File: src/rtl/spi_host_pkg.sv
package spi_host_pkg;

  localparam int CTL_SEL_LSB  = 0;
  localparam int CTL_CPHA     = 2;
  localparam int CTL_CPOL     = 3;
  localparam int CTL_FLUSH_TX = 4;
  localparam int CTL_FLUSH_RX = 5;
  localparam int CTL_XFER     = 7;
  localparam int CTL_IE_DONE  = 8;
  localparam int CTL_IE_RX    = 9;
  localparam int CTL_POL_LSB  = 10;

  localparam int ST_DONE    = 16;
  localparam int ST_RX_HAS  = 17;
  localparam int ST_TX_ROOM = 18;
  localparam int ST_RX_NEED = 19;
  localparam int ST_RX_FULL = 20;

  typedef enum logic [1:0] {
    ADR_CTRL = 2'd0,
    ADR_DATA = 2'd1,
    ADR_DIV  = 2'd2,
    ADR_NONE = 2'd3
  } reg_addr_e;

  typedef struct packed {
    logic [2:0] cs_pol;
    logic       ie_rx;
    logic       ie_done;
    logic       xfer_on;
    logic       cpol;
    logic       cpha;
    logic [1:0] cs_sel;
  } ctrl_t;

  // Half period in core cycles: even-rounded divisor / 2, with zero meaning 65536.
  function automatic logic [15:0] half_cycles(input logic [15:0] cdiv);
    if (cdiv[15:1] == 15'd0) return 16'h8000;
    return {1'b0, cdiv[15:1]};
  endfunction

  // Pin level for a chip-select line given its active state and polarity bit.
  function automatic logic cs_level(input logic act, input logic pol);
    return ~(act ^ pol);
  endfunction

endpackage

File: src/rtl/spi_sync_fifo.sv
module spi_sync_fifo #(
  parameter int WIDTH = 8,
  parameter int DEPTH = 16
) (
  input  logic                       clk,
  input  logic                       rst_n,
  input  logic                       clr,
  input  logic                       push,
  input  logic [WIDTH-1:0]           din,
  input  logic                       pop,
  output logic [WIDTH-1:0]           dout,
  output logic [$clog2(DEPTH):0]     count
);
  localparam int AW = $clog2(DEPTH);
  localparam logic [AW:0] FULL_CNT = (AW+1)'(DEPTH);

  logic [WIDTH-1:0] mem [DEPTH];
  logic [AW-1:0]    wptr, rptr;
  logic             do_push, do_pop;

  assign do_pop  = pop && (count != '0);
  assign do_push = push && (count != FULL_CNT);
  assign dout    = mem[rptr];

  always_ff @(posedge clk or negedge rst_n) begin
    if (!rst_n) begin
      wptr  <= '0;
      rptr  <= '0;
      count <= '0;
    end else if (clr) begin
      wptr  <= '0;
      rptr  <= '0;
      count <= '0;
    end else begin
      if (do_push) wptr <= wptr + 1'b1;
      if (do_pop)  rptr <= rptr + 1'b1;
      count <= count + (AW+1)'(do_push) - (AW+1)'(do_pop);
    end
  end

  always_ff @(posedge clk) begin
    if (do_push && !clr) mem[wptr] <= din;
  end
endmodule

File: src/rtl/spi_shift_engine.sv
module spi_shift_engine #(
  parameter int BITS = 8
) (
  input  logic            clk,
  input  logic            rst_n,
  input  logic            enable,
  input  logic            cpol,
  input  logic            cpha,
  input  logic [15:0]     half,
  input  logic            can_start,
  input  logic [BITS-1:0] tx_byte,
  input  logic            miso,
  output logic            load,
  output logic            rx_push,
  output logic [BITS-1:0] rx_byte,
  output logic            sclk,
  output logic            mosi,
  output logic            busy
);
  localparam int EDGES = 2 * BITS;
  localparam int EW    = $clog2(EDGES);
  localparam logic [EW-1:0] LAST_EDGE = EW'(EDGES - 1);
  localparam logic [EW-1:0] LAST_LEAD = EW'(EDGES - 2);

  logic [15:0]     cnt;
  logic [EW-1:0]   edge_idx;
  logic            tog;
  logic [BITS-1:0] tx_sh;
  logic [BITS-2:0] rx_sh;
  logic            tick, sample_now, shift_now;

  assign tick       = busy && (cnt == 16'd0);
  assign sample_now = tick && (cpha ? edge_idx[0] : !edge_idx[0]);
  assign shift_now  = tick && (cpha ? (!edge_idx[0] && edge_idx != '0) : edge_idx[0]);
  assign load       = enable && !busy && can_start;
  assign rx_push    = sample_now && (edge_idx == (cpha ? LAST_EDGE : LAST_LEAD));
  assign rx_byte    = {rx_sh, miso};
  assign sclk       = cpol ^ tog;
  assign mosi       = tx_sh[BITS-1];

  always_ff @(posedge clk or negedge rst_n) begin
    if (!rst_n) begin
      busy     <= 1'b0;
      cnt      <= '0;
      edge_idx <= '0;
      tog      <= 1'b0;
      tx_sh    <= '0;
      rx_sh    <= '0;
    end else if (!enable) begin
      busy     <= 1'b0;
      tog      <= 1'b0;
      edge_idx <= '0;
    end else if (load) begin
      busy     <= 1'b1;
      cnt      <= half - 16'd1;
      edge_idx <= '0;
      tog      <= 1'b0;
      tx_sh    <= tx_byte;
    end else if (busy) begin
      if (tick) begin
        cnt      <= half - 16'd1;
        tog      <= ~tog;
        edge_idx <= edge_idx + 1'b1;
        if (sample_now) rx_sh <= {rx_sh[BITS-3:0], miso};
        if (shift_now)  tx_sh <= {tx_sh[BITS-2:0], 1'b0};
        if (edge_idx == LAST_EDGE) busy <= 1'b0;
      end else begin
        cnt <= cnt - 16'd1;
      end
    end
  end
endmodule

File: src/rtl/spi_host_engine.sv
module spi_host_engine
  import spi_host_pkg::*;
#(
  parameter int FIFO_DEPTH = 16,
  parameter int NUM_CS     = 3
) (
  input  logic              clk,
  input  logic              rst_n,
  input  logic              reg_wr,
  input  logic              reg_rd,
  input  logic [1:0]        reg_addr,
  input  logic [15:0]       reg_wdata,
  output logic [23:0]       reg_rdata,
  output logic              sclk,
  output logic              mosi,
  input  logic              miso,
  output logic [NUM_CS-1:0] cs_out,
  output logic              irq_done,
  output logic              irq_rx
);
  localparam int CW = $clog2(FIFO_DEPTH) + 1;
  localparam logic [CW-1:0] FULL_CNT = CW'(FIFO_DEPTH);
  localparam logic [CW-1:0] NEED_CNT = CW'((FIFO_DEPTH * 3) / 4);

  ctrl_t       ctl;
  logic [15:0] div_q;
  logic [15:0] half;

  logic          wr_ctrl, wr_data, wr_div, rd_data;
  logic          tx_clr, rx_clr, tx_push, rx_pop;
  logic [7:0]    tx_head, rx_head, rx_byte;
  logic [CW-1:0] tx_cnt, rx_cnt;
  logic          load, rx_push, busy;
  logic          xfer_on, cpol;
  logic [NUM_CS-1:0] cs_pol, cs_act;
  logic          done_flag, need_flag, rx_full;

  assign wr_ctrl = reg_wr && (reg_addr == ADR_CTRL);
  assign wr_data = reg_wr && (reg_addr == ADR_DATA);
  assign wr_div  = reg_wr && (reg_addr == ADR_DIV);
  assign rd_data = reg_rd && (reg_addr == ADR_DATA);

  assign tx_clr  = wr_ctrl && reg_wdata[CTL_FLUSH_TX];
  assign rx_clr  = wr_ctrl && reg_wdata[CTL_FLUSH_RX];
  assign tx_push = wr_data && xfer_on;
  assign rx_pop  = rd_data;

  assign xfer_on = ctl.xfer_on;
  assign cpol    = ctl.cpol;
  assign cs_pol  = ctl.cs_pol;
  assign half    = half_cycles(div_q);

  always_ff @(posedge clk or negedge rst_n) begin
    if (!rst_n) begin
      ctl   <= '0;
      div_q <= '0;
    end else begin
      if (wr_ctrl) begin
        ctl.cs_sel  <= reg_wdata[CTL_SEL_LSB +: 2];
        ctl.cpha    <= reg_wdata[CTL_CPHA];
        ctl.cpol    <= reg_wdata[CTL_CPOL];
        ctl.xfer_on <= reg_wdata[CTL_XFER];
        ctl.ie_done <= reg_wdata[CTL_IE_DONE];
        ctl.ie_rx   <= reg_wdata[CTL_IE_RX];
        ctl.cs_pol  <= reg_wdata[CTL_POL_LSB +: 3];
      end
      if (wr_div) div_q <= reg_wdata;
    end
  end

  spi_sync_fifo #(.WIDTH(8), .DEPTH(FIFO_DEPTH)) u_tx_fifo (
    .clk(clk), .rst_n(rst_n), .clr(tx_clr),
    .push(tx_push), .din(reg_wdata[7:0]),
    .pop(load), .dout(tx_head), .count(tx_cnt)
  );

  spi_sync_fifo #(.WIDTH(8), .DEPTH(FIFO_DEPTH)) u_rx_fifo (
    .clk(clk), .rst_n(rst_n), .clr(rx_clr),
    .push(rx_push), .din(rx_byte),
    .pop(rx_pop), .dout(rx_head), .count(rx_cnt)
  );

  spi_shift_engine #(.BITS(8)) u_engine (
    .clk(clk), .rst_n(rst_n), .enable(xfer_on),
    .cpol(ctl.cpol), .cpha(ctl.cpha), .half(half),
    .can_start((tx_cnt != '0) && (rx_cnt != FULL_CNT)),
    .tx_byte(tx_head), .miso(miso),
    .load(load), .rx_push(rx_push), .rx_byte(rx_byte),
    .sclk(sclk), .mosi(mosi), .busy(busy)
  );

  generate
    for (genvar i = 0; i < NUM_CS; i++) begin : g_cs
      assign cs_act[i] = xfer_on && (ctl.cs_sel == 2'(i));
      assign cs_out[i] = cs_level(cs_act[i], cs_pol[i]);
    end
  endgenerate

  assign done_flag = xfer_on && (tx_cnt == '0) && !busy;
  assign need_flag = xfer_on && (rx_cnt >= NEED_CNT);
  assign rx_full   = (rx_cnt == FULL_CNT);
  assign irq_done  = done_flag && ctl.ie_done;
  assign irq_rx    = need_flag && ctl.ie_rx;

  always_comb begin
    reg_rdata = '0;
    unique case (reg_addr)
      ADR_CTRL: begin
        reg_rdata[CTL_SEL_LSB +: 2] = ctl.cs_sel;
        reg_rdata[CTL_CPHA]         = ctl.cpha;
        reg_rdata[CTL_CPOL]         = ctl.cpol;
        reg_rdata[CTL_XFER]         = ctl.xfer_on;
        reg_rdata[CTL_IE_DONE]      = ctl.ie_done;
        reg_rdata[CTL_IE_RX]        = ctl.ie_rx;
        reg_rdata[CTL_POL_LSB +: 3] = ctl.cs_pol;
        reg_rdata[ST_DONE]          = done_flag;
        reg_rdata[ST_RX_HAS]        = (rx_cnt != '0);
        reg_rdata[ST_TX_ROOM]       = (tx_cnt != FULL_CNT);
        reg_rdata[ST_RX_NEED]       = need_flag;
        reg_rdata[ST_RX_FULL]       = rx_full;
      end
      ADR_DATA: reg_rdata[7:0]  = (rx_cnt != '0) ? rx_head : 8'h00;
      ADR_DIV:  reg_rdata[15:0] = div_q;
      default:  reg_rdata = '0;
    endcase
  end
endmodule

File: config.mk
export PLATFORM = sky130hd
export DESIGN_NAME = spi_host_engine
export DESIGN_NICKNAME = d
export VERILOG_FILES = /design/src/rtl/spi_host_pkg.sv /design/src/rtl/spi_sync_fifo.sv /design/src/rtl/spi_shift_engine.sv /design/src/rtl/spi_host_engine.sv
export SDC_FILE = /design/constraint.sdc
export NUM_CORES = 1
export LEC_CHECK = 0
export BUFFER_PORTS_ARGS = -buffer_cell sky130_fd_sc_hd__buf_2
export CORE_MARGIN = 10
export CORE_UTILIZATION = 30
export CTS_BUF_LIST = sky130_fd_sc_hd__clkbuf_2 sky130_fd_sc_hd__clkbuf_4 sky130_fd_sc_hd__clkbuf_8
export DETAILED_ROUTE_END_ITERATION = 8
export PLACE_DENSITY = 0.46
export SLEW_MARGIN = 5
export SYNTH_ARGS = -nofsm -noshare
export SYNTH_HDL_FRONTEND = slang
export SYNTH_SLANG_ARGS = --single-unit
File: constraint.sdc
create_clock -name clk -period 3.25 [get_ports clk]
set_input_delay 0.1625 -clock clk [delete_from_list [all_inputs] [get_ports clk]]
set_output_delay 0.1625 -clock clk [all_outputs]
set_load 0.05 [all_outputs]
After elaboration in Yosys (flattened, before gate mapping)
Memories as Yosys holds them, arrays and structs flattened.
Index checks and enable logic that the tools add are counted.
- memories kept: 2
- bits of input ports: 23
- logic and storage cells: 153
- output and inout bits: 31
- RAM bits: 256
- flip-flop bits (word level): 89
- memory list (name ; words ; bits a word ; rd ports ; clocked after Yosys merged registers in ; wr ports ; line ; source):
    u_rx_fifo.mem ; 16 ; 8 ; 1 ; 0 ; 1 ; spi_sync_fifo.sv:17 ; logic [WIDTH-1:0] mem [DEPTH];
    u_tx_fifo.mem ; 16 ; 8 ; 1 ; 0 ; 1 ; spi_sync_fifo.sv:17 ;
- bitwise gates (word level): 9
- muxes and demuxes: 47
- reduce and logical (&&, ||, !) cells: 52
- magnitude comparators: 1
- equality and inequality tests: 11
- $add $sub $neg: 11
- operators with widths (operator ; count):
    two-way mux 16 bit ; 5
    two-way mux 4 bit ; 12
    two-way mux 8 bit ; 5
    subtractor 16 x 1 -> 16 bit (second input constant) ; 2
    logical AND 1 bit ; 29
    adder 4 x 1 -> 4 bit (second input constant) ; 5
    two-way mux 1 bit ; 17
    logical NOT 16 bit ; 1
    logical NOT 15 bit ; 1
    two-way mux 5 bit ; 3
    nonzero test 2 bit ; 7
    one-hot mux 4 bit (3 select lines) ; 1
    adder 5 x 1 -> 5 bit ; 2
    != test 5 bit (second input constant) ; 2
    one-hot mux 5 bit (2 select lines) ; 1
    nonzero test 5 bit ; 2
    subtractor 5 x 1 -> 5 bit ; 2
    != test 3 x 1 -> 1 bit (second input constant) ; 2
    one-hot mux 3 bit (2 select lines) ; 1
    equality test 5 bit (second input constant) ; 1
    greater-or-equal comparator 5 x 4 -> 1 bit (second input constant) ; 1
    logical NOT 5 bit ; 1
    inverter 1 bit ; 5
    AND reduction 5 bit ; 1
    12 further kinds ; 22

Depth between registers and ports, before layout
- depth after elaboration: 8
- mapped depth: 18
- mapped depth without buffers: 16

By module
From an unflattened synthesis, not the netlist that was laid out.
- cells, all modules: 1055
- area, all modules: 15670.0 um2
- modules (own cells, without submodules) (module ; area an instance (um2) ; times used ; cells each):
    spi_sync_fifo (u_tx_fifo) ; 5884.4 ; 1 ; 336
    spi_sync_fifo (u_rx_fifo) ; 5790.6 ; 1 ; 304
    spi_shift_engine ; 2444.8 ; 1 ; 263
    spi_host_engine ; 1550.2 ; 1 ; 152

Worst setup path before layout
OpenSTA, ideal clock, no wires.
- kind: flip-flop to flip-flop
- start point: reg u_tx_fifo.count[3]
- end point: reg u_tx_fifo.count[4]
- clock period less this slack: 3.137 ns
- stages on the path, launching flop included: 14
- data required time: 3.172 ns
- path slack: 0.113 ns
- data arrival time: 3.059 ns
- path through: dfrtp_1 inv_1 ha_1 or4b_2 nand4b_1 inv_1 ha_1 inv_1 ha_1 fa_1 a21oi_1 nor2_1 or3_1 a21oi_1
- word-level cells in the longest chain between the ends: 6
- elaborated cells on any way between the ends: 9
- ends and longest elaborated chain (what ; line ; source):
    from (decl) ; spi_sync_fifo.sv:12 ; output logic [$clog2(DEPTH):0] count
    from (signal assigned) ; spi_sync_fifo.sv:37 ; count <= count + (AW+1)'(do_push) - (AW+1)'(do_pop);
    branches (longest 4 deep; another with adder 5 x 1 -> 5 bit) ; - ;
    subtractor 5 x 1 -> 5 bit * ; spi_sync_fifo.sv:37 ;
    two-way mux 5 bit * ; spi_sync_fifo.sv:30 ; end else if (clr) begin
Mark *: on every way between the ends.
A chain may end at the register's enable or synchronous reset.

Final worst setup path
- start point: reg u_rx_fifo.rptr[0]
- end point: out reg_rdata[7]
- word-level cells in the longest chain between the ends: 3
- ends and longest elaborated chain (what ; line ; source):
    from (decl) ; spi_sync_fifo.sv:18 ; logic [AW-1:0] wptr, rptr;
    from (signal assigned) ; spi_sync_fifo.sv:36 ; if (do_pop) rptr <= rptr + 1'b1;
    memory (16 x 8 bit) ; - ;
    two-way mux 8 bit ; spi_host_engine.sv:122 ; ADR_DATA: reg_rdata[7:0] = (rx_cnt != '0) ? rx_head : 8'h00;
    one-hot mux 1 bit (3 select lines) ; spi_host_engine.sv:107 ; unique case (reg_addr)
    to (decl) ; spi_host_engine.sv:13 ; output logic [23:0] reg_rdata,
Every way passes these cells.

==> out/metrics.yaml <==
route:
  antenna_left: 0
  via_count: 8847
  drtIter0Drc: 539
  post_drt_via_cell_ratio: 4.76
  drc: 0
  dr.pass1.iters: 5
  wl_per_cell_um: 20.2
  wl_um: 37600
place:
  place_inst: 1715
  hpwl_um: 24900
  port_buffers: 50
  routabilityCongestion: 0.803
  pre_cts_ws_ns: 0.0668
  dpl-instance-area_um2: 16500
sta:
  tightest_slew_ns: 0.942
  relSlewSlack_pct: 36.6
  drv_slew: 0
  rsz0062_at_grt: "no"
  tns_ns: 0
  setup_slack_ns: 0.186
  setup-violations-final: 0
  hold_viol: 0
  fin_crit_ns: 3.06
  finalCritPeriodShare_pct: 94.3
  max_freq_mhz: 326
  hold_slack_ns: 0.115
  skew_ns: 0.0423
power:
  finalPower_mw: 13.4
  power.density_nw_per_um2: 738
  p_leak_nw: 6.56
  ir_worst_vdd_uv: 318
logic_synthesis:
  synth_cell_type_count: 69
  synth_cells: 976
  synth_seq_cells: 345
  syn-cell-area_um2: 15100
  syn_area_per_cell_um2: 15.4
  synth_edf_count: 256
  synth_warnings: 0
  ys.flop_type: "edfxtp_1"
  yosysSeqAreaShare_pct: 65.9
  async_flop_share_pct: 25.8
finish:
  drive_above_1_share_pct: 29.9
  nets: 1193
  num-fill-cells: 4839
  final_area_um2: 18200
  fin_cells: 1860
  utilization_pct: 36.4
  syn_to_final_growth_pct: 20.6
  diodes: 0
cts:
  numCtsBuffers: 61
  clock-sinks: 345
  ctsHtreeMaxLevel: 2
  cts_tree: "yes"
  cts_buffer_depth: 3
  root_buffer: "clkbuf_8"
  clk_latency_ns: 0.67
  clkSlewWorstSetupHoldPaths_ns: 0.06
setup_path:
  cp-start-kind: "flip-flop"
  worstPathRequired_ns: 3.09
  path_max_fanout: 13
  critPathKind: "flip-flop to primary output"
  r2r_start: "u_engine.cnt[6]"
  path_cells: "mux4_2, a22oi_1, nand3_1, a222oi_1, nor2_1, buf_2"
  cp_slowest_stage_delay_ns: 0.58
  cp.arrival_ns: 2.90
  crit_start: "u_rx_fifo.rptr[0]"
  slowest_stage: "mux4_2"
  end_kind: "primary output"
grt:
  grt.overflow.total: 0
  grt_pass1_wl_um: 57700
  grt_usage_pct: 12.5
  grt_max_degree: 64
  grt_pass1_vias: 9247
  antenna_found_initial: 0
flow_run:
  cap_violations: 0
floorplanning:
  start_util_pct: 30.2
  dieHeight_um: 244
  rows: 82
  core_um2: 49900
  die_w_um: 244
  io_pins: 54
  dieArea_um2: 59500
min_path:
  holdCritStartpoint: "reg_wr"
  hold_path_class: "input pin to flip-flop"
outcome:
  run_status: "finished clean"
critical path, delay by kind of cell, from the launching register on:
| kind | cells | cell delay (ns) |
|---|---|---|
| buf+inv | 1 | 0.23 |
| simple gates | 2 | 0.26 |
| compound gates | 2 | 0.61 |
| flops | 1 | 0.55 |
| mux | 1 | 0.58 |
sequential cells by signal, indices dropped and copies added (netlist names), 5 cells and up:
register and flops:
u_rx_fifo.mem 128, div_q 16, u_engine.cnt 16, u_tx_fifo.mem 128, ctl 5, u_rx_fifo.count 5
u_engine.rx_sh 7, u_tx_fifo.count 5, u_engine.tx_sh 8
cells in the mapped netlist (all sizes together) (4+ instances only):
cell type,number,area (um^2)
a21oi,29,145
a221o,7,70.1
a222oi,4,40.0
a22o,7,61.3
a22oi,19,143
a31oi,6,37.5
and2,20,125
buf,18,101
clkbuf,31,116
dfrtp,89,2230
edfxtp,256,7690
ha,33,413
inv,36,135
mux2,36,405
mux2i,6,60.1
mux4,63,1420
nand2,52,195
nand3,17,85.1
nand4,7,50.1
nor2,72,273
nor2b,13,81.3
nor3,18,101
nor4,11,83.8
nor4b,5,56.3
o211ai,6,45.0
o21ai,21,109
o22ai,4,25.0
or2,4,25.0
or4,4,33.8
xnor2,15,131
xor2,21,184
path summary, 6_finish.rpt:
kind / to / slack [ns] / cells past startpoint
min in group asynchronous: u_tx_fifo.rptr[0] / 0.13 / 2
worst max-delay path: reg_rdata[7] / 0.19 / 6
worst min register to register: u_engine.tx_sh[0] / 0.51 / 1
max in group asynchronous: u_rx_fifo.rptr[0] / 2.23 / 3
worst max register to register: u_rx_fifo.mem[10][5] / 0.23 / 6
worst min-delay path: u_rx_fifo.wptr[2] / 0.12 / 3
kinds of logic (layout without fill, tap and decap cells):
group / count (synthesis) / after routing / share of synthesized area (%)
compound gates: 126 / 126 / 5.77
xor+xnor: 36 / 36 / 2.09
fa+ha+maj: 35 / 35 / 3.01
buf+inv: 85 / 295 / 2.34
flops: 345 / 345 / 65.9
mux: 105 / 105 / 12.5
other cells: 1 / 3 / 0.0249
simple gates: 243 / 243 / 8.39
cell usage in the layout, fill, tap and decap left out, types with 19 or more instances in the layout:
| cell | Yosys | layout |
|---|---|---|
| nor2_1 | 71 | 71 |
| a21oi_1 | 29 | 29 |
| buf_2 | 9 | 49 |
| clkbuf_8 | 0 | 77 |
| dfrtp_1 | 89 | 85 |
| edfxtp_1 | 256 | 256 |
| o21ai_0 | 19 | 19 |
| xor2_1 | 21 | 21 |
| mux2_2 | 36 | 36 |
| dlygate4sd3_1 | 0 | 19 |
| clkbuf_4 | 0 | 19 |
| nand2_1 | 52 | 52 |
| ha_1 | 33 | 32 |
| inv_1 | 36 | 34 |
| buf_4 | 4 | 71 |
| mux4_2 | 63 | 63 |
| a22oi_1 | 19 | 19 |
per-layer routing:
layer  vias up  global-route usage, %  part of all wire, %
met3        75                   2.52                  3.8
met2       177                   19.6                   46
li1       4073                      -                    -
met1      4522                   17.2                   47
met4         0                   4.22                  2.5
met5         -                      0                    0
area by class of cell:
| class | count | area (um^2) | share of cell area (%) |
|---|---|---|---|
| Timing Repair Buffer | 143 | 1050 | 5.77 |
| Inverter | 36 | 135 | 0.744 |
| Tap cell | 672 | 841 | 4.63 |
| Clock inverter | 20 | 184 | 1.01 |
| Sequential cell | 345 | 9920 | 54.6 |
| Clock buffer | 96 | 1200 | 6.62 |
| Multi-Input combinational cell | 548 | 4830 | 26.6 |
power breakdown:
| group | internal (mW) | switching, mW | leakage [nW] |
|---|---|---|---|
| clock network | 2.53 | 1.89 | 0.728 |
| logic | 1.55 | 1.86 | 2.41 |
| registers | 5.08 | 0.481 | 3.42 |
| total | 9.16 | 4.23 | 6.56 |
what timing repair did:
item / in CTS / in global routing
hold buffers: 19 / 0
resized for setup: 3 / 11
setup endpoints to repair: 5 / 73
hold endpoints to repair: 220 / 0
setup buffers: 0 / 10
Note: power is estimated with default switching activity, not from simulation.
